<file path="config.mk">
export PLATFORM = sky130hd
export DESIGN_NAME = rail_seq
export DESIGN_NICKNAME = d
export VERILOG_FILES = /design/src/rtl/rail_seq_pkg.sv /design/src/rtl/rail_seq_rom.sv /design/src/rtl/rail_seq_timer.sv /design/src/rtl/rail_seq_bank.sv /design/src/rtl/rail_seq_ctrl.sv /design/src/rtl/rail_seq.sv
export SDC_FILE = /design/constraint.sdc
export NUM_CORES = 1
export LEC_CHECK = 0
export BUFFER_PORTS_ARGS = -buffer_cell sky130_fd_sc_hd__clkbuf_2
export CAP_MARGIN = 20
export CORE_MARGIN = 2
export CORE_UTILIZATION = 44
export CTS_BUF_LIST = sky130_fd_sc_hd__clkbuf_8
export CTS_CLUSTER_SIZE = 14
export DETAILED_ROUTE_END_ITERATION = 10
export PLACE_DENSITY = 0.7
export SKIP_CTS_REPAIR_TIMING = 1
export SLEW_MARGIN = 15
export SYNTH_ARGS = -nofsm -noshare
export SYNTH_HDL_FRONTEND = slang
export SYNTH_SLANG_ARGS = --single-unit
</file>
<file path="constraint.sdc">
create_clock -name clk_i -period 4.65 [get_ports clk_i]
set_input_delay 0.6975 -clock clk_i [delete_from_list [all_inputs] [get_ports clk_i]]
set_output_delay 0.6975 -clock clk_i [all_outputs]
set_load 0.03 [all_outputs]
</file>
<file path="src/rtl/rail_seq_pkg.sv">
package rail_seq_pkg;
  localparam int unsigned RAIL_N   = 16;
  localparam int unsigned RAIL_W   = $clog2(RAIL_N);
  localparam int unsigned DLY_W    = 4;
  localparam int unsigned STEP_MAX = 10;
  localparam int unsigned IDX_W    = $clog2(STEP_MAX);

  localparam int RL_SB_5V0    = 0;
  localparam int RL_SB_1V8    = 1;
  localparam int RL_PMC_IO    = 2;
  localparam int RL_PMC_CORE  = 3;
  localparam int RL_SOC       = 4;
  localparam int RL_PMC_3V3   = 5;
  localparam int RL_S3_1V8    = 6;
  localparam int RL_IO_1V8    = 7;
  localparam int RL_S3_3V3    = 8;
  localparam int RL_IO_3V3    = 9;
  localparam int RL_DDR       = 10;
  localparam int RL_LP_CORE   = 11;
  localparam int RL_LP_Q      = 12;
  localparam int RL_MEDIA     = 13;
  localparam int RL_GPU       = 14;
  localparam int RL_CPU       = 15;

  typedef enum logic [1:0] {
    SEQ_OFF_TO_SB  = 2'd0,
    SEQ_SB_TO_SUS  = 2'd1,
    SEQ_SUS_TO_SB  = 2'd2,
    SEQ_SB_TO_OFF  = 2'd3
  } seq_sel_e;

  typedef struct packed {
    logic [RAIL_W-1:0] rail;
    logic              lvl;
    logic [DLY_W-1:0]  dly;
  } step_t;

  function automatic step_t mk(input int r, input bit l, input int d);
    step_t s;
    s.rail = RAIL_W'(r);
    s.lvl  = l;
    s.dly  = DLY_W'(d);
    return s;
  endfunction

  function automatic logic [IDX_W-1:0] seq_len(input logic [1:0] sel);
    case (sel)
      SEQ_OFF_TO_SB, SEQ_SB_TO_OFF: return IDX_W'(6);
      default:                      return IDX_W'(10);
    endcase
  endfunction

  function automatic step_t seq_step(input logic [1:0] sel, input logic [IDX_W-1:0] idx);
    step_t s;
    s = mk(0, 1'b0, 0);
    case (sel)
      SEQ_OFF_TO_SB: case (idx)
        4'd0: s = mk(RL_SB_5V0,   1'b1, 10);
        4'd1: s = mk(RL_SB_1V8,   1'b1, 0);
        4'd2: s = mk(RL_PMC_IO,   1'b1, 4);
        4'd3: s = mk(RL_PMC_CORE, 1'b1, 0);
        4'd4: s = mk(RL_SOC,      1'b1, 4);
        4'd5: s = mk(RL_PMC_3V3,  1'b1, 0);
        default: ;
      endcase
      SEQ_SB_TO_SUS: case (idx)
        4'd0: s = mk(RL_S3_1V8,  1'b1, 0);
        4'd1: s = mk(RL_IO_1V8,  1'b1, 4);
        4'd2: s = mk(RL_S3_3V3,  1'b1, 0);
        4'd3: s = mk(RL_IO_3V3,  1'b1, 4);
        4'd4: s = mk(RL_DDR,     1'b1, 4);
        4'd5: s = mk(RL_LP_CORE, 1'b1, 4);
        4'd6: s = mk(RL_LP_Q,    1'b1, 4);
        4'd7: s = mk(RL_MEDIA,   1'b1, 0);
        4'd8: s = mk(RL_GPU,     1'b1, 0);
        4'd9: s = mk(RL_CPU,     1'b1, 0);
        default: ;
      endcase
      SEQ_SUS_TO_SB: case (idx)
        4'd0: s = mk(RL_CPU,     1'b0, 0);
        4'd1: s = mk(RL_GPU,     1'b0, 0);
        4'd2: s = mk(RL_MEDIA,   1'b0, 4);
        4'd3: s = mk(RL_LP_Q,    1'b0, 4);
        4'd4: s = mk(RL_LP_CORE, 1'b0, 4);
        4'd5: s = mk(RL_DDR,     1'b0, 4);
        4'd6: s = mk(RL_IO_3V3,  1'b0, 0);
        4'd7: s = mk(RL_S3_3V3,  1'b0, 4);
        4'd8: s = mk(RL_IO_1V8,  1'b0, 0);
        4'd9: s = mk(RL_S3_1V8,  1'b0, 0);
        default: ;
      endcase
      default: case (idx)
        4'd0: s = mk(RL_PMC_3V3,  1'b0, 4);
        4'd1: s = mk(RL_SOC,      1'b0, 0);
        4'd2: s = mk(RL_PMC_CORE, 1'b0, 4);
        4'd3: s = mk(RL_PMC_IO,   1'b0, 4);
        4'd4: s = mk(RL_SB_1V8,   1'b0, 4);
        4'd5: s = mk(RL_SB_5V0,   1'b0, 4);
        default: ;
      endcase
    endcase
    return s;
  endfunction
endpackage

</file>
<file path="src/rtl/rail_seq_rom.sv">
module rail_seq_rom
  import rail_seq_pkg::*;
(
  input  logic [1:0]       sel_i,
  input  logic [IDX_W-1:0] idx_i,
  output step_t            step_o,
  output logic             last_o
);
  always_comb begin
    step_o = seq_step(sel_i, idx_i);
    last_o = (idx_i == seq_len(sel_i) - IDX_W'(1));
  end
endmodule

</file>
<file path="src/rtl/rail_seq_timer.sv">
module rail_seq_timer #(
  parameter int unsigned DLY_W = 4
) (
  input  logic             clk_i,
  input  logic             rst_ni,
  input  logic             load_i,
  input  logic [DLY_W-1:0] dly_i,
  input  logic             tick_i,
  output logic             expire_o
);
  logic [DLY_W-1:0] cnt_q;

  always_ff @(posedge clk_i or negedge rst_ni) begin
    if (!rst_ni)                         cnt_q <= '0;
    else if (load_i)                     cnt_q <= dly_i;
    else if (tick_i && cnt_q != '0)      cnt_q <= cnt_q - DLY_W'(1);
  end

  assign expire_o = tick_i && (cnt_q == DLY_W'(1));
endmodule

</file>
<file path="src/rtl/rail_seq_bank.sv">
module rail_seq_bank #(
  parameter int unsigned RAIL_N = 16,
  localparam int unsigned RAIL_W = $clog2(RAIL_N)
) (
  input  logic              clk_i,
  input  logic              rst_ni,
  input  logic              wr_i,
  input  logic [RAIL_W-1:0] rail_i,
  input  logic              lvl_i,
  output logic [RAIL_N-1:0] en_o
);
  for (genvar g = 0; g < RAIL_N; g++) begin : g_rail
    always_ff @(posedge clk_i or negedge rst_ni) begin
      if (!rst_ni)                                 en_o[g] <= 1'b0;
      else if (wr_i && rail_i == RAIL_W'(g))       en_o[g] <= lvl_i;
    end
  end
endmodule

</file>
<file path="src/rtl/rail_seq_ctrl.sv">
module rail_seq_ctrl #(
  parameter int unsigned IDX_W = 4,
  parameter int unsigned DLY_W = 4
) (
  input  logic             clk_i,
  input  logic             rst_ni,
  input  logic             start_i,
  input  logic [1:0]       sel_i,
  input  logic [DLY_W-1:0] dly_i,
  input  logic             last_i,
  input  logic             expire_i,
  output logic [1:0]       sel_o,
  output logic [IDX_W-1:0] idx_o,
  output logic             wr_o,
  output logic             load_o,
  output logic             busy_o,
  output logic             done_o
);
  typedef enum logic [1:0] {ST_IDLE, ST_RUN, ST_WAIT, ST_FIN} st_e;
  st_e st_q;

  always_ff @(posedge clk_i or negedge rst_ni) begin
    if (!rst_ni) begin
      st_q  <= ST_IDLE;
      sel_o <= '0;
      idx_o <= '0;
    end else begin
      case (st_q)
        ST_IDLE: if (start_i) begin
          sel_o <= sel_i;
          idx_o <= '0;
          st_q  <= ST_RUN;
        end
        ST_RUN: begin
          if (dly_i != '0)  st_q  <= ST_WAIT;
          else if (last_i)  st_q  <= ST_FIN;
          else              idx_o <= idx_o + IDX_W'(1);
        end
        ST_WAIT: if (expire_i) begin
          if (last_i) st_q <= ST_FIN;
          else begin
            idx_o <= idx_o + IDX_W'(1);
            st_q  <= ST_RUN;
          end
        end
        default: st_q <= ST_IDLE;
      endcase
    end
  end

  assign wr_o   = (st_q == ST_RUN);
  assign load_o = (st_q == ST_RUN) && (dly_i != '0);
  assign busy_o = (st_q != ST_IDLE);
  assign done_o = (st_q == ST_FIN);
endmodule

</file>
<file path="src/rtl/rail_seq.sv">
module rail_seq
  import rail_seq_pkg::*;
(
  input  logic              clk_i,
  input  logic              rst_ni,
  input  logic              start_i,
  input  logic [1:0]        sel_i,
  input  logic              tick_i,
  output logic [RAIL_N-1:0] rail_en_o,
  output logic              busy_o,
  output logic              done_o
);
  logic [1:0]       sel_q;
  logic [IDX_W-1:0] idx_q;
  step_t            step;
  logic             last, expire, wr, load;

  rail_seq_ctrl #(.IDX_W(IDX_W), .DLY_W(DLY_W)) u_ctrl (
    .clk_i, .rst_ni, .start_i, .sel_i,
    .dly_i(step.dly), .last_i(last), .expire_i(expire),
    .sel_o(sel_q), .idx_o(idx_q), .wr_o(wr), .load_o(load),
    .busy_o, .done_o
  );

  rail_seq_rom u_rom (.sel_i(sel_q), .idx_i(idx_q), .step_o(step), .last_o(last));

  rail_seq_timer #(.DLY_W(DLY_W)) u_timer (
    .clk_i, .rst_ni, .load_i(load), .dly_i(step.dly), .tick_i, .expire_o(expire)
  );

  rail_seq_bank #(.RAIL_N(RAIL_N)) u_bank (
    .clk_i, .rst_ni, .wr_i(wr), .rail_i(step.rail), .lvl_i(step.lvl), .en_o(rail_en_o)
  );
endmodule

</file>
==> results of run 1 <==
-- sequential cells by signal (all words and copies together) (netlist names) --
name,count
u_timer.cnt_q,4
u_ctrl.idx_o,4
u_bank.en_o,16
u_ctrl.sel_o,2
u_ctrl.st_q,2
-- where the power goes --
| group | switching [mW] | internal (mW) | total, mW |
|---|---|---|---|
| clock | 0.0817 | 0.116 | 0.197 |
| combinational | 0.718 | 0.439 | 1.16 |
| sequential | 0.0857 | 0.339 | 0.424 |
-- synthesized netlist by cell type, types with 2 or more instances --
cell type,instances,area share
dfrtp_1,28,0.34
mux2_2,17,0.094
ha_1,15,0.092
inv_1,14,0.026
nor2_1,14,0.026
nor3_1,14,0.034
nand2_1,11,0.020
nor3b_1,11,0.041
a21oi_1,9,0.022
o21ai_0,8,0.020
nand3_1,6,0.015
o22ai_1,5,0.015
a31oi_1,4,0.012
buf_2,4,0.0098
clkbuf_1,4,0.0074
nor2b_1,4,0.012
nand2b_1,3,0.0092
nand4_1,3,0.0092
a22o_1,2,0.0086
and3_1,2,0.0061
and3b_1,2,0.0086
buf_6,2,0.011
mux2_1,2,0.011
nand3b_1,2,0.0074
nor4_1,2,0.0061
or3_1,2,0.0061
-- how the worst min path moves through the flow --
| stage | from | to | cells after the start |
|---|---|---|---|
| after CTS | rst_ni | u_bank.en_o[13]$_DFFE_PN0P_ | 1 |
| after global routing | rst_ni | u_bank.en_o[13]$_DFFE_PN0P_ | 1 |
| after detailed placement | u_bank.en_o[8]$_DFFE_PN0P_ | u_bank.en_o[8]$_DFFE_PN0P_ | 1 |
| after floorplan | rst_ni | u_bank.en_o[0]$_DFFE_PN0P_ | 0 |
| after global placement | u_bank.en_o[12]$_DFFE_PN0P_ | u_bank.en_o[12]$_DFFE_PN0P_ | 1 |
| final | rst_ni | u_bank.en_o[13]$_DFFE_PN0P_ | 1 |
-- critical path, stage by stage (launching register included) --
cell and delay (ns):
dfrtp_1 0.45, ha_1 0.39, nor4_4 0.34, o22ai_1 0.12, a32o_2 0.39, a221o_1 0.53, nor3_1 0.28, mux2_2 0.35
-- layout make-up --
type                    count  area, µm²  area share
multi-input cells         166       1220      0.5484
flip-flops and latches     28      700.7      0.3150
inverters                  14      52.55     0.02362
clock inverters             1      30.03     0.01350
well taps                  52      65.06     0.02925
repair buffers             23      115.1     0.05174
clock buffers               3      41.29     0.01856
-- kinds of logic after synthesis --
kind of cell | count (synthesis) | synth area share
xor+xnor | 2 | 0.008612
mux | 19 | 0.1052
fa+ha+maj | 15 | 0.09225
simple gates | 83 | 0.2349
compound gates | 47 | 0.1587
flops | 28 | 0.3444
buf+inv | 25 | 0.05596
-- cells in the final DEF (no fill, tap or decap), types with 4 or more instances in the layout --
cell	Yosys	routed
nor3b_1	11	11
mux2_2	17	17
inv_1	14	14
dfrtp_1	28	28
ha_1	15	15
a21oi_1	9	9
a31oi_1	4	4
nor3_1	14	14
nand2_1	11	11
nor2_1	14	14
o21ai_0	8	8
o22ai_1	5	5
clkbuf_2	0	23
nor2b_1	4	4
nand3_1	6	6
-- metal layers --
layer	track usage	share of wire
met2	0.2654	0.46
met1	0.2460	0.49
met3	0.01944	0.037
met5	0	0
met4	0.06080	0.013
-- per-stage QoR --
stage                     hold slack [ns]  power (mW)  cell area (µm²)  cells  setup slack, ns
final                              0.4430       1.779             2225    287            1.683
after global placement             0.4831       1.557             2153    283            1.746
after CTS                          0.4745       1.785             2225    287            1.703
after detailed placement           0.4837       1.580             2153    283            1.725
after global routing               0.5024       1.936             2225    287            1.464
after floorplan                    0.4019       1.357             2034    219            2.042
==> results.txt, run 1 <==
The floorplan step set the die height to 72 µm. The tools report the starting density of the core as 0.4609. The endpoint identified for the worst register-to-register timing path is u_bank.en_o[0]$_DFFE_PN0P_. The global-route congestion overflow total is 0, and the per-cell via count in the routed design is 5.889.

The tools report the critical path startpoint as u_ctrl.idx_o[0]$_DFFE_PN0P_. The worst setup path is launched from a register. At the worst endpoint, the required time is 4.83 ns. STA classifies the critical path endpoint as a register.

Final-report hold violation count: 0. The instance count of the mapped netlist was 219. The critical register-to-register path startpoint is u_ctrl.idx_o[0]$_DFFE_PN0P_.

The half-perimeter wire length after placement came out at 3005 µm. The core utilization of the finished layout is 0.5040. The highest clock frequency the design can meet is 337.1 MHz, and the total CTS buffers is 3. The post-detailed-route DRC marker count is 0, and the clock input transition at the sequential cells of the worst setup and hold paths is 0.10 ns. The most used flip-flop cell after synthesis is dfrtp_1.

Counting cells, the worst reg-to-reg path comes to 7. Routability-driven placement finished with a final weighted congestion of 0.8001. The total standard cell area after synthesis is 0.002034 mm². The number of enable-type register cells in the synthesized netlist is 0.

The run gives 0.1704 as the total routing usage reported by global routing. The clock period could shrink to 2.967 ns. The logs give 55 for the count of cell types in the netlist and 0 for the number of antenna repair diodes. The routed design has 4260 µm of wire. The worst relative slew slack came out at 0.5307.

VDD sags by at most 0.0003496 V. The net count of the mapped netlist was 240; the number of global-route vias before repair was 1,481. The logs give 0.3444 for the share of synthesized area occupied by flip-flops and latches and 0.004414 mm² for the floorplan core area. The number of antenna violations at the first check in global routing came out at 0. Setup violations remaining at the end of the flow were counted as 0.

The die is 72 µm wide. The number of flip-flops and latches in the synthesized netlist came out at 28. The cell sitting at the root of the clock tree is a clkbuf_8. Averaged over all synthesized cells, the footprint is 9.290 µm². TritonCTS built the clock tree. For this design the static power due to leakage is 1.018 nW. Input and output buffers added on the ports amount to 23. The Yosys step of the flow raised 0 warnings. The relative area change from synthesis to final layout is 9.348%, and the total iterations of the first detailed-routing run is 4. The clock passes through at most 2 buffers. The critical path is of the register to register type. The sum of negative setup slack was 0 ns.

The type of the worst min-delay path is input port to asynchronous set/reset pin. The total clock sinks came out at 28. Dividing total power by cell area gives a power density of 799.7 mW/mm².

Clock latency on the worst-skew pair, taken at its later pin, is 0.28 ns. Max-capacitance violation count: 0. The transition time of the tightest slew-check pin was 0.7040 ns; the first-pass GRT wire length was 7010 µm.

Detailed routing inserted a total of 1,690 vias. Once detail routing completed, the nets flagged for antenna violations numbered 0. Fill cells in the final layout number 425.

The violation count after the first detailed-route iteration was 74; the largest net degree at the start of global routing was 29. The run gives 3.14 ns as the arrival time reported for the critical path endpoint. The die covers 0.005184 mm².

Clock skew on the completed layout was measured at 0.004335 ns. After detailed routing, the average wire length per cell comes to 14.84 µm. Setup repair after global routing left no endpoint under its margin. The worst register-to-register path has a setup slack of 1.68 ns.

The end of the critical path is u_bank.en_o[0]$_DFFE_PN0P_. In this run the worst path has a maximum fanout of 17. The share of layout cells above drive strength 1 is 0.2128. The portion of the clock cycle consumed by the worst path in the final layout was 0.6380; the post-synthesis async set-or-reset flop share was 1.000. For the final layout net count, the log shows 257. The flow ran to the end, and the final reports show no timing, DRC or antenna violations. The run gives 1 as the maximum level of the CTS H-tree. The number of core rows was 24. The count of pins over their slew limit came out at 0.

For this design the top-level I/O count stands at 24.
No activity file was read; power rests on OpenSTA's default activity.
==> run 2, diff against run 1 <==
==> constraint.sdc (replaced) <==
create_clock -name clk_i -period 2.8 [get_ports clk_i]
set_input_delay 0.42 -clock clk_i [delete_from_list [all_inputs] [get_ports clk_i]]
set_output_delay 0.42 -clock clk_i [all_outputs]
set_load 0.03 [all_outputs]
==> run 2 against run 1 <==
Net effect: fmax increased by 13%; count of clock-buffer cells in the layout is the same; non-clock buffer count is 18 higher; via count increased by 6.9%; critical endpoint is now u_bank.en_o[14]$_DFFE_PN0P_; largest power group unchanged.
==> results.txt, run 2 (synthesis results as in run 1) <==
For the worst setup slack after placement, the log shows -0.004735 ns. The type of the worst setup path was register to register. The via count of the routed design is 1,806. The number of global-route vias before repair is 1,626, and the per-cell routed wire length is 15.54 µm. VDD sags by at most 0.0006722 V.

Walking the worst path, the cells encountered are ha_1, nor4_4, o22ai_1, a32o_2, a221o_2, nor3_1, mux2_2. For the global placement routability congestion, the log shows 0.8518. The design internal power is 1.701 mW.

The run gives 0.5471 as the core utilization of the finished layout. Setup repair after global routing could not meet its margin everywhere. The required time of the critical path was 2.98 ns. The first TritonRoute pass finished after 5 iterations. The first global-routing pass estimated 7776 µm of wire.

24 I/O pins were placed. The power density relative to cell area works out to 1375 mW/mm². The number of buffer and inverter instances along the worst setup path works out to 0. Largest fanout on the critical path: 8. The most common cell after layout, fill and taps aside was dfrtp_1. The logs give 2.82 ns for the arrival time reported for the critical path endpoint and 0.002258 mm² for the placed cell area. Across the whole layout, storage elements account for 700.7 µm².

The highest clock frequency the design can meet came out at 379.6 MHz. The source-to-sink clock delay at the later pin of the worst-skew pair was 0.29 ns. Violation count after the first detailed-route iteration: 136.

The logs give 0.4609 for the starting density of the core and 0 for the setup violation total in the final timing report. Counting flops per register, the top entry is u_bank.en_o. The run gives 0 as the global-route congestion overflow total.

The number of antenna repair diodes is 0. The total routing usage reported by global routing was 0.1868. Counting along the longest clock path gives a buffer depth of 2. The tools report the leakage power summed over all cells as 1.117 nW. Summing all multi-input logic gate instances after layout gives 0.001275 mm². The number of antenna violations at the first check in global routing was 0; the cell area after layout was 0.002415 mm². The critical path's top delay family is compound AO/OA/AOI/OAI gates.

The buffer cell driving the clock tree root was clkbuf_8. Leaving out fill and tap cells, the most frequent cells in the layout are 28 x dfrtp_1, 23 x clkbuf_2, 18 x buf_4. The startpoint type of the worst setup path is a register. The die covers 0.005184 mm². For the total clock sinks, the log shows 28.

The residual antenna-violating net count after detailed routing was 0; the portion of the clock cycle consumed by the worst path in the final layout was 0.9408. The smallest clock period supported by the final layout is computed as 2.634 ns. In this run the standard cell core region covers 0.004414 mm². The tightest min-delay check is of the input port to asynchronous set/reset pin type. The number of core rows was 24; the switching share of power was 0.4879. The logs give 395 for the count of fill cells added during filler insertion and 0.003503 ns for the setup skew after layout. The final layout contains 276 nets.

The slowest cell on the critical path was dfrtp_1. Buffers inserted during clock tree synthesis total 3. The maximum level of the CTS H-tree was 1; the total wire length was 4755 µm. The run gives 0.5089 as the worst relative slew slack. The half-perimeter wire length after placement is 3345 µm, and the per-cell via count in the routed design is 5.902. The portion of total power attributed to sequential cells was 0.210. In the final layout, the registers with the most flip-flops are u_bank.en_o x16, u_ctrl.idx_o x4, u_timer.cnt_q x4. The logs give 0.689 for the relative contribution of combinational cells to total power and 0 for the count of pins over their slew limit.

Flip-flop count of the largest register after layout: 16. Transition time of the tightest slew-check pin: 0.7367 ns. The analysis attributes to net switching a power of 1.621 mW. Share of layout cells above drive strength 1: 0.3110. The post-detailed-route DRC marker count came out at 0. In this run the tool buffered the top-level ports with 23 buffer cells.

TritonCTS built the clock tree. The largest net degree at the start of global routing came out at 29. The max-capacitance violation count is 0. The floorplan die height works out to 72 µm.

The floorplan step set the die width to 72 µm. The tools report the nature of the critical path endpoint as a register. The clock input transition at the sequential cells of the worst setup and hold paths is 0.10 ns.

The run finished with clean final reports. Setup total negative slack on the finished layout was measured at 0 ns. The final-report hold violation count is 0. Relative to the synthesized area, the layout overhead comes to 18.70%. The fraction of power consumed by the clock network was 0.101; the stage delay of the slowest cell on the critical path was 0.43 ns.

Setup slack closes at 0.1658 ns.
run 2: per-stage QoR:
stage	hold slack (ns)	instances	total power, mW
after global placement	0.4805	297	2.733
after floorplan	0.1244	219	2.254
after global routing	0.2370	306	3.620
final	0.1735	306	3.321
after detailed placement	0.4843	297	2.785
after CTS	0.2033	301	3.126
run 2: path summary, 6_finish.rpt:
path	cells past startpoint	endpoint	startpoint	slack (ns)
max	7	u_bank.en_o[14]$_DFFE_PN0P_	u_ctrl.idx_o[0]$_DFFE_PN0P_	0.17
min	1	u_bank.en_o[13]$_DFFE_PN0P_	rst_ni	0.17
min reg2reg	1	u_bank.en_o[12]$_DFFE_PN0P_	u_bank.en_o[12]$_DFFE_PN0P_	0.50
max reg2reg	7	u_bank.en_o[14]$_DFFE_PN0P_	u_ctrl.idx_o[0]$_DFFE_PN0P_	0.17
max in group asynchronous	1	u_ctrl.idx_o[3]$_DFFE_PN0P_	rst_ni	2.16
min in group clk_i	2	u_ctrl.sel_o[0]$_DFFE_PN0P_	sel_i[0]	0.36
run 2: layer usage:
metal  routed length, µm  up-vias  track usage
li1                    -      879            -
met1                2233      868       0.2783
met2                2206       52       0.2860
met3                 249        7      0.02500
met4                  66        0      0.05031
met5                   0        -            0
run 2: final cells by class:
cell class,instances,area share
inverter,14,0.02176
timing repair buffer,41,0.1036
sequential,28,0.2902
clock buffer,3,0.01710
tap,52,0.02694
multi-input combinational,167,0.5280
clock inverter,1,0.01244
run 2: power groups by stage:
| stage | Sequential (mW) | Combinational [mW] | Clock [mW] |
|---|---|---|---|
| floorplan | 0.826 | 1.43 | 0 |
| global placement | 0.703 | 2.03 | 0 |
| detailed placement | 0.711 | 2.07 | 0 |
| CTS | 0.703 | 2.08 | 0.339 |
| global route | 0.724 | 2.54 | 0.352 |
| finish | 0.697 | 2.29 | 0.335 |
